`config.mk`:
```
export PLATFORM = sky130hd
export DESIGN_NAME = dma_chan_csr
export DESIGN_NICKNAME = d
export VERILOG_FILES = /design/src/rtl/dma_csr_pkg.sv /design/src/rtl/dma_csr_ctrl.sv /design/src/rtl/dma_csr_data.sv /design/src/rtl/dma_chan_csr.sv
export SDC_FILE = /design/constraint.sdc
export NUM_CORES = 1
export LEC_CHECK = 0
export BUFFER_PORTS_ARGS = -buffer_cell sky130_fd_sc_hd__buf_4
export CAP_MARGIN = 10
export CORE_MARGIN = 5
export CORE_UTILIZATION = 35
export CTS_CLUSTER_DIAMETER = 80
export DETAILED_ROUTE_END_ITERATION = 16
export PLACE_DENSITY_LB_ADDON = 0.3
export SYNTH_ARGS = -nofsm -noshare
export SYNTH_HDL_FRONTEND = slang
export SYNTH_HIERARCHICAL = 1
export SYNTH_SLANG_ARGS = --single-unit
```
`constraint.sdc`:
```
create_clock -name clk -period 2.21 [get_ports clk]
set_input_delay 0.442 -clock clk [delete_from_list [all_inputs] [get_ports clk]]
set_output_delay 0.442 -clock clk [all_outputs]
set_load 0.01 [all_outputs]
```
`src/rtl/dma_csr_pkg.sv`:
```
package dma_csr_pkg;
  localparam int unsigned WORD_W    = 32;
  localparam int unsigned HALF_W    = WORD_W / 2;
  localparam int unsigned MAP_WORDS = 16;
  localparam int unsigned IDX_W     = $clog2(MAP_WORDS);
  localparam int unsigned DEV_W     = 8;

  localparam int unsigned BIT_RUN    = 15;
  localparam int unsigned BIT_PAUSE  = 14;
  localparam int unsigned BIT_FLUSH  = 13;
  localparam int unsigned BIT_WAKE   = 12;
  localparam int unsigned BIT_DEAD   = 11;
  localparam int unsigned BIT_ACTIVE = 10;
  localparam int unsigned BIT_RSVD   = 9;
  localparam int unsigned BIT_BT     = 8;

  localparam logic [IDX_W-1:0] IDX_CTL     = 4'd0;
  localparam logic [IDX_W-1:0] IDX_STAT    = 4'd1;
  localparam logic [IDX_W-1:0] IDX_PTR_HI  = 4'd2;
  localparam logic [IDX_W-1:0] IDX_PTR_LO  = 4'd3;
  localparam int unsigned      IDX_IRQSEL  = 4;
  localparam int unsigned      IDX_BRSEL   = 5;
  localparam int unsigned      IDX_WAITSEL = 6;

  // word indices backed by plain storage
  localparam logic [MAP_WORDS-1:0] PLAIN_MASK = 16'h1BF0;
  // status bits software may only clear
  localparam logic [HALF_W-1:0] CLR_ONLY_MASK = 16'h0D00;

  typedef struct packed {
    logic                 ctlWr;
    logic [HALF_W-1:0]    mask;
    logic [HALF_W-1:0]    val;
    logic                 ptrHiWr;
    logic                 ptrLoWr;
    logic [MAP_WORDS-1:0] plainWr;
  } csrStrobes_t;
endpackage

```
`src/rtl/dma_csr_ctrl.sv`:
```
module dma_csr_ctrl
  import dma_csr_pkg::*;
(
  input  logic              regWrEn,
  input  logic [IDX_W-1:0]  regAddr,
  input  logic [WORD_W-1:0] regWrData,
  input  logic              runNow,
  input  logic              activeNow,
  output csrStrobes_t       strb
);
  logic ptrOpen;
  assign ptrOpen = !runNow && !activeNow;

  always_comb begin
    strb = '0;
    if (regWrEn) begin
      unique case (regAddr)
        IDX_CTL: begin
          strb.ctlWr = 1'b1;
          strb.mask  = regWrData[WORD_W-1:HALF_W];
          strb.val   = regWrData[HALF_W-1:0];
        end
        IDX_STAT:   ;
        IDX_PTR_HI: strb.ptrHiWr = ptrOpen;
        IDX_PTR_LO: strb.ptrLoWr = ptrOpen;
        default:    strb.plainWr[regAddr] = PLAIN_MASK[regAddr];
      endcase
    end
  end
endmodule

```
`src/rtl/dma_csr_data.sv`:
```
module dma_csr_data
  import dma_csr_pkg::*;
(
  input  logic                clk,
  input  logic                rstN,
  input  csrStrobes_t         strb,
  input  logic [WORD_W-1:0]   regWrData,
  input  logic [IDX_W-1:0]    regAddr,
  input  logic                engActiveSet,
  input  logic                engIdle,
  input  logic                engDeadSet,
  input  logic                engBtSet,
  input  logic                engDevWe,
  input  logic [DEV_W-1:0]    engDevData,
  input  logic                flushDone,
  output logic [HALF_W-1:0]   statOut,
  output logic [2*WORD_W-1:0] ptrOut,
  output logic [WORD_W-1:0]   irqSelOut,
  output logic [WORD_W-1:0]   brSelOut,
  output logic [WORD_W-1:0]   waitSelOut,
  output logic [WORD_W-1:0]   rdData
);
  logic [HALF_W-1:0] statQ, statNext;
  logic [WORD_W-1:0] ptrHiQ, ptrLoQ;
  logic [WORD_W-1:0] plainQ [MAP_WORDS];

  always_comb begin
    statNext           = statQ;
    statNext[BIT_WAKE] = 1'b0;
    if (strb.ctlWr) begin
      for (int b = 0; b < HALF_W; b++) begin
        if (strb.mask[b]) begin
          if (CLR_ONLY_MASK[b]) begin
            if (!strb.val[b]) statNext[b] = 1'b0;
          end else begin
            statNext[b] = strb.val[b];
          end
        end
      end
    end
    // engine events take precedence over software
    if (flushDone) statNext[BIT_FLUSH] = 1'b0;
    if (engIdle) statNext[BIT_ACTIVE] = 1'b0;
    if (engActiveSet && statQ[BIT_RUN]) statNext[BIT_ACTIVE] = 1'b1;
    if (engDeadSet) begin
      statNext[BIT_DEAD]   = 1'b1;
      statNext[BIT_ACTIVE] = 1'b0;
    end
    if (engBtSet) statNext[BIT_BT] = 1'b1;
    if (engDevWe) statNext[DEV_W-1:0] = engDevData;
    statNext[BIT_RSVD] = 1'b0;
  end

  always_ff @(posedge clk or negedge rstN) begin
    if (!rstN) statQ <= '0;
    else       statQ <= statNext;
  end

  always_ff @(posedge clk or negedge rstN) begin
    if (!rstN) begin
      ptrHiQ <= '0;
      ptrLoQ <= '0;
    end else begin
      if (strb.ptrHiWr) ptrHiQ <= regWrData;
      if (strb.ptrLoWr) ptrLoQ <= regWrData;
    end
  end

  for (genvar g = 0; g < MAP_WORDS; g++) begin : gWord
    if (PLAIN_MASK[g]) begin : gStore
      logic [WORD_W-1:0] q;
      always_ff @(posedge clk or negedge rstN) begin
        if (!rstN)               q <= '0;
        else if (strb.plainWr[g]) q <= regWrData;
      end
      assign plainQ[g] = q;
    end else begin : gZero
      assign plainQ[g] = '0;
    end
  end

  always_comb begin
    unique case (regAddr)
      IDX_STAT:   rdData = {{(WORD_W-HALF_W){1'b0}}, statQ};
      IDX_PTR_HI: rdData = ptrHiQ;
      IDX_PTR_LO: rdData = ptrLoQ;
      default:    rdData = plainQ[regAddr];
    endcase
  end

  assign statOut    = statQ;
  assign ptrOut     = {ptrHiQ, ptrLoQ};
  assign irqSelOut  = plainQ[IDX_IRQSEL];
  assign brSelOut   = plainQ[IDX_BRSEL];
  assign waitSelOut = plainQ[IDX_WAITSEL];
endmodule

```
`src/rtl/dma_chan_csr.sv`:
```
module dma_chan_csr
  import dma_csr_pkg::*;
(
  input  logic                clk,
  input  logic                rstN,
  input  logic                regWrEn,
  input  logic [IDX_W-1:0]    regAddr,
  input  logic [WORD_W-1:0]   regWrData,
  output logic [WORD_W-1:0]   regRdData,
  input  logic                engActiveSet,
  input  logic                engIdle,
  input  logic                engDeadSet,
  input  logic                engBtSet,
  input  logic                engDevWe,
  input  logic [DEV_W-1:0]    engDevData,
  input  logic                flushDone,
  output logic                runOut,
  output logic                pauseOut,
  output logic                flushReq,
  output logic                wakePulse,
  output logic [2*WORD_W-1:0] cmdPtr,
  output logic [WORD_W-1:0]   irqSel,
  output logic [WORD_W-1:0]   brSel,
  output logic [WORD_W-1:0]   waitSel
);
  csrStrobes_t       strb;
  logic [HALF_W-1:0] statReg;

  dma_csr_ctrl u_ctrl (
    .regWrEn   (regWrEn),
    .regAddr   (regAddr),
    .regWrData (regWrData),
    .runNow    (statReg[BIT_RUN]),
    .activeNow (statReg[BIT_ACTIVE]),
    .strb      (strb)
  );

  dma_csr_data u_data (
    .clk          (clk),
    .rstN         (rstN),
    .strb         (strb),
    .regWrData    (regWrData),
    .regAddr      (regAddr),
    .engActiveSet (engActiveSet),
    .engIdle      (engIdle),
    .engDeadSet   (engDeadSet),
    .engBtSet     (engBtSet),
    .engDevWe     (engDevWe),
    .engDevData   (engDevData),
    .flushDone    (flushDone),
    .statOut      (statReg),
    .ptrOut       (cmdPtr),
    .irqSelOut    (irqSel),
    .brSelOut     (brSel),
    .waitSelOut   (waitSel),
    .rdData       (regRdData)
  );

  assign runOut    = statReg[BIT_RUN];
  assign pauseOut  = statReg[BIT_PAUSE];
  assign flushReq  = statReg[BIT_FLUSH];
  assign wakePulse = statReg[BIT_WAKE];
endmodule

```
[Word level (Yosys, flattened, before mapping)]
Memory sizes are Yosys's and may differ from the RTL's.
Cells that the tools add are included.
Cells by class
  muxes and demuxes: 36
  $lt $le $gt $ge: 3
  bitwise logic cells: 2
  equality and inequality tests: 6
  reduce and logical (&&, ||, !) cells: 38
Operators by type and width (number)
  32-bit binary-select mux with 4-bit select: 1
  32-bit one-hot mux with 3 select lines: 1
  32-bit two-way mux: 2
  51-bit two-way mux: 1
  33-bit two-way mux: 1
  2-bit nonzero test: 15
  1-bit two-way mux: 25
  2-bit AND reduction: 11
  16-bit AND: 1
  16-bit two-way mux: 1
  14-bit two-way mux: 1
  3-bit AND reduction: 3
  4-bit by 2-bit == test with 1-bit output (second input constant): 2
  8-bit two-way mux: 1
  4-bit nonzero test: 2
  5-bit greater-or-equal comparator (second input constant): 1
  4-bit by 5-bit < comparator with 1-bit output (second input constant): 1
  4-bit NOT with 5-bit output: 1
  1-bit demux with 4-bit select: 1
  4-bit by 1-bit == test with 1-bit output (second input constant): 1
  4-bit by 1-bit greater-or-equal comparator with 1-bit output (second input constant): 1
  4-bit zero test: 1
  2-bit != test (second input constant): 2
  4-bit != test (second input constant): 1
  4 further kinds: 7
Word-level totals
  memories kept: 1
  bits in registers: 335
  output and inout port bits: 196
  bits in read-only memories: 16
  logic and storage cells: 111
Memory list
  (no name shown): words 16, width 1, read ports 1, clocked after memory_dff 0, write ports 0, RTL line dma_csr_ctrl.sv:26  | default: strb.plainWr[regAddr] = PLAIN_MASK[regAddr];

[Depth between registers and ports, before layout]
  depth after elaboration: 13
  depth in mapped cells: 8
  gate-level depth less buffers: 5

[Cells and area by module]
Netlist, hierarchy kept.
Modules (own cells, without submodules)
  dma_csr_data: cells an instance 1191, instances 1, area an instance 15574.9 um^2, sequential area each 8383.0 um^2
  dma_csr_ctrl: cells an instance 66, instances 1, area an instance 397.9 um^2, sequential area each 0.0 um^2

[Worst setup path after synthesis]
Ideal clock, no wire load.
  path type: input to register
  from: input port regAddr[3]
  to: register u_data.ptrHiQ[10]
  library setup time: 0.125 ns
  cell stages on the path: 5
  slack: 0.053 ns
  arrival: 2.032 ns
  path through: or3b_1 nor4_1 clkbuf_1 clkbuf_1 mux2_2
RTL lines
  start: declaration: RTL line dma_chan_csr.sv:7  | input logic [IDX_W-1:0] regAddr,
  end signal: assignment: RTL line dma_csr_data.sv:64  | if (strb.ptrHiWr) ptrHiQ <= regWrData;
  end: declaration: RTL line dma_csr_data.sv:24  | logic [WORD_W-1:0] ptrHiQ, ptrLoQ;

[Worst setup path in the final report]
  from: register u_data.gWord[11].gStore.q[10]
  to: output port regRdData[10]
On the way
  word-level cells in the longest chain between the ends: 4
RTL lines
  start: declaration: RTL line dma_csr_data.sv:71  | logic [WORD_W-1:0] q;
  start signal: assignment: RTL line dma_csr_data.sv:74  | else if (strb.plainWr[g]) q <= regWrData;
  32-bit binary-select mux with 4-bit select: RTL line dma_csr_data.sv:87  | default: rdData = plainQ[regAddr];
  32-bit two-way mux (implied by the code) (2 in series): RTL line dma_csr_data.sv:87
  32-bit one-hot mux with 3 select lines: RTL line dma_csr_data.sv:83  | unique case (regAddr)
  end: declaration: RTL line dma_chan_csr.sv:9  | output logic [WORD_W-1:0] regRdData,
No other way between the ends. The select of a mux whose other input is x is not followed.

==> results_dict.tcl <==
set metrics [dict create \
    ctsLongestPathBuffers 3 \
    antenna_found_initial 2 \
    yosysWarningCount 6 \
    comb_power_share_pct 25.8 \
    cts-root-buf "clkbuf_16" \
    syn2layout_area_growth_pct 35.11 \
    outcome "finished with violations" \
    crit_family "compound AO/OA/AOI/OAI gates" \
    placed_area_mm2 0.01957 \
    sw_frac_of_total_pct 28.37 \
    fin_crit_ns 2.408 \
    pwr-share-clk_pct 31.7 \
    leakagePower_nw 9.689 \
    holdWs_ns 0.04168 \
    avgSynthCellArea_um2 12.77 \
    worst_slew_pin_slew_ns 0.6701 \
    wl_um 53190 \
    worst_slack_ns -0.1981 \
    die_y_um 223.0 \
    clock-sinks 335 \
    clock.fmax_ghz 0.4153 \
    grt_pass1_wl_um 80210 \
    grt_overflow 0 \
    routabilityCongestion 0.7972 \
    postRouteAntennaNets 0 \
    grt_max_degree 65 \
    drc_errors 0 \
    viasPerCell 5.314 \
    drt_iter0_drc 749 \
    slowest_delay_ns 0.40 \
    h-tree-depth 2 \
    rsz0062_at_grt "true" \
    final_nets 1634 \
    relSlewSlack_pct 55.28 \
    syn_area_mm2 0.01589 \
    finClkSkew_ns 0.01886 \
    tns_ns -3.155 \
    worstSetupStartpointType "flop" \
    maxCapViolCount 0 \
    final_common_cell "dfrtp_1" \
    wl_per_cell_um 24.07 \
    numCtsBuffers 39 \
    required_ns 1.77 \
    setup_viol 31 \
    path_cells "mux2_4, a22oi_2, a21oi_1, o32a_1, buf_6" \
    p_per_area_mw_per_mm2 930.1 \
    arrival_ns 1.97 \
    critPathMaxFanout 2 \
    portBuffers 248 \
    crit_path_end_kind "output port" \
    start_util_pct 35.16 \
    min_period_over_period_pct 109.0 \
    clock_latency_ns 0.55 \
    power.switching_mw 5.663 \
    slew_violations 0 \
    drtPass1Iterations 5 \
    grt_use_total_pct 20.86 \
    clk_pin_slew_ns 0.06 \
    num_io_pins 249 \
    std_cell_rows 78 \
    power.internal_mw 14.30 \
    layout_common_cells "dfrtp_1, mux2_2, buf_4, mux2i_1, o21ai_0" \
    p_seq_share_pct 42.6 \
    syn_inst 1244 \
    violations "negative setup slack" \
    hpwl_um 36670 \
    ff2ff_path_depth 3 \
    dieArea_mm2 0.04975 \
    worstHoldPathCells 2 \
    first_global_vias 12380 \
    cts_tree "done" \
    synth_fp_nets 1297 \
    critical_path_buf_inv_count 1 \
    crit_slowest_cell "dfrtp_1" \
    nFillCells 4055 \
    dr_total_vias 11740 \
    cp_num_cells 5 \
    hold_class "in2reg" \
    finalHoldViolCount 0 \
    crit_type "reg2out" \
    coreArea_mm2 0.04519 \
    die_w_um 223.0 \
    final_design_area_no_fill_mm2 0.02146 \
    drive_above_1_share_pct 54.35 \
    ir_worst_vdd_mv 0.5740 \
]
-- final cells by class --
class	count	area (um^2)	area share [%]
Antenna cell	2	5.005	0.02332
Clock buffer	64	1242	5.789
Clock inverter	4	20.02	0.09327
Inverter	7	26.28	0.1224
Multi-Input combinational cell	800	7390	34.43
Sequential cell	335	8383	39.06
Tap cell	600	750.7	3.498
Timing Repair Buffer	398	3646	16.99
-- metrics by stage --
step	setup WS, ns	cells	power, mW	utilization, %
3_5_place_dp	-0.2136	2114	13.40	43.30
3_3_place_gp	-0.2081	2114	13.26	43.30
2_1_floorplan	0.05290	1244	10.85	-
4_1_cts	-0.2029	2200	20.13	47.10
5_1_grt	-0.2437	2210	20.95	47.50
6_report	-0.1981	2210	19.96	47.50
-- power by group through the flow --
stage                     Combinational (mW)  Clock [mW]  Sequential, mW
after floorplan                         2.22           0            8.63
after global placement                  4.71           0            8.55
after detailed placement                4.80           0            8.59
after CTS                               5.12        6.50            8.50
after global routing                    5.54        6.73            8.68
final                                   5.14        6.32            8.50
-- state kept, by name, indices dropped and copies added, names as in the netlist --
register	count
u_data/brSelOut	32
u_data/irqSelOut	32
u_data/waitSelOut	32
u_data/ptrHiQ	32
u_data/gWord.gStore.q	160
u_data/statOut	15
u_data/ptrLoQ	32
-- worst reg2reg max path: cells and delay by family, from the launching register on --
kind / cells / cell delay [ns]
buf+inv: 1 / 0.40
flops: 1 / 0.52
mux: 1 / 0.39
simple gates: 1 / 0.40
-- worst paths after layout --
path,from,end,slack (ns)
min in group asynchronous,rstN,u_data/gWord[7].gStore.q[18]$_DFFE_PN0P_,0.46
max in group asynchronous,rstN,u_data/brSelOut[7]$_DFFE_PN0P_,0.90
max,u_data/gWord[11].gStore.q[10]$_DFFE_PN0P_,regRdData[10],-0.20
min,flushDone,u_data/statOut[13]$_DFFE_PN0P_,0.04
min reg2reg,u_data/gWord[12].gStore.q[24]$_DFFE_PN0P_,u_data/gWord[12].gStore.q[24]$_DFFE_PN0P_,0.50
max reg2reg,u_data/statOut[15]$_DFFE_PN0P_,u_data/ptrHiQ[0]$_DFFE_PN0P_,0.36
-- layer usage --
metal,share of wire [%],vias up,global-route usage (%)
li1,-,5231,-
met2,47,336,33.51
met3,5.4,78,3.803
met5,0,-,0
met4,3.0,0,7.273
met1,44,6098,28.51
-- repair_timing --
action	CTS	global route
setup endpoints to repair	32	32
buffers inserted	17	7
pin swaps	67	31
cloned	0	1
endpoints found under the hold margin	54	0
hold buffers	1	0
resized for setup	78	23
No activity file was read; power rests on OpenSTA's default activity.
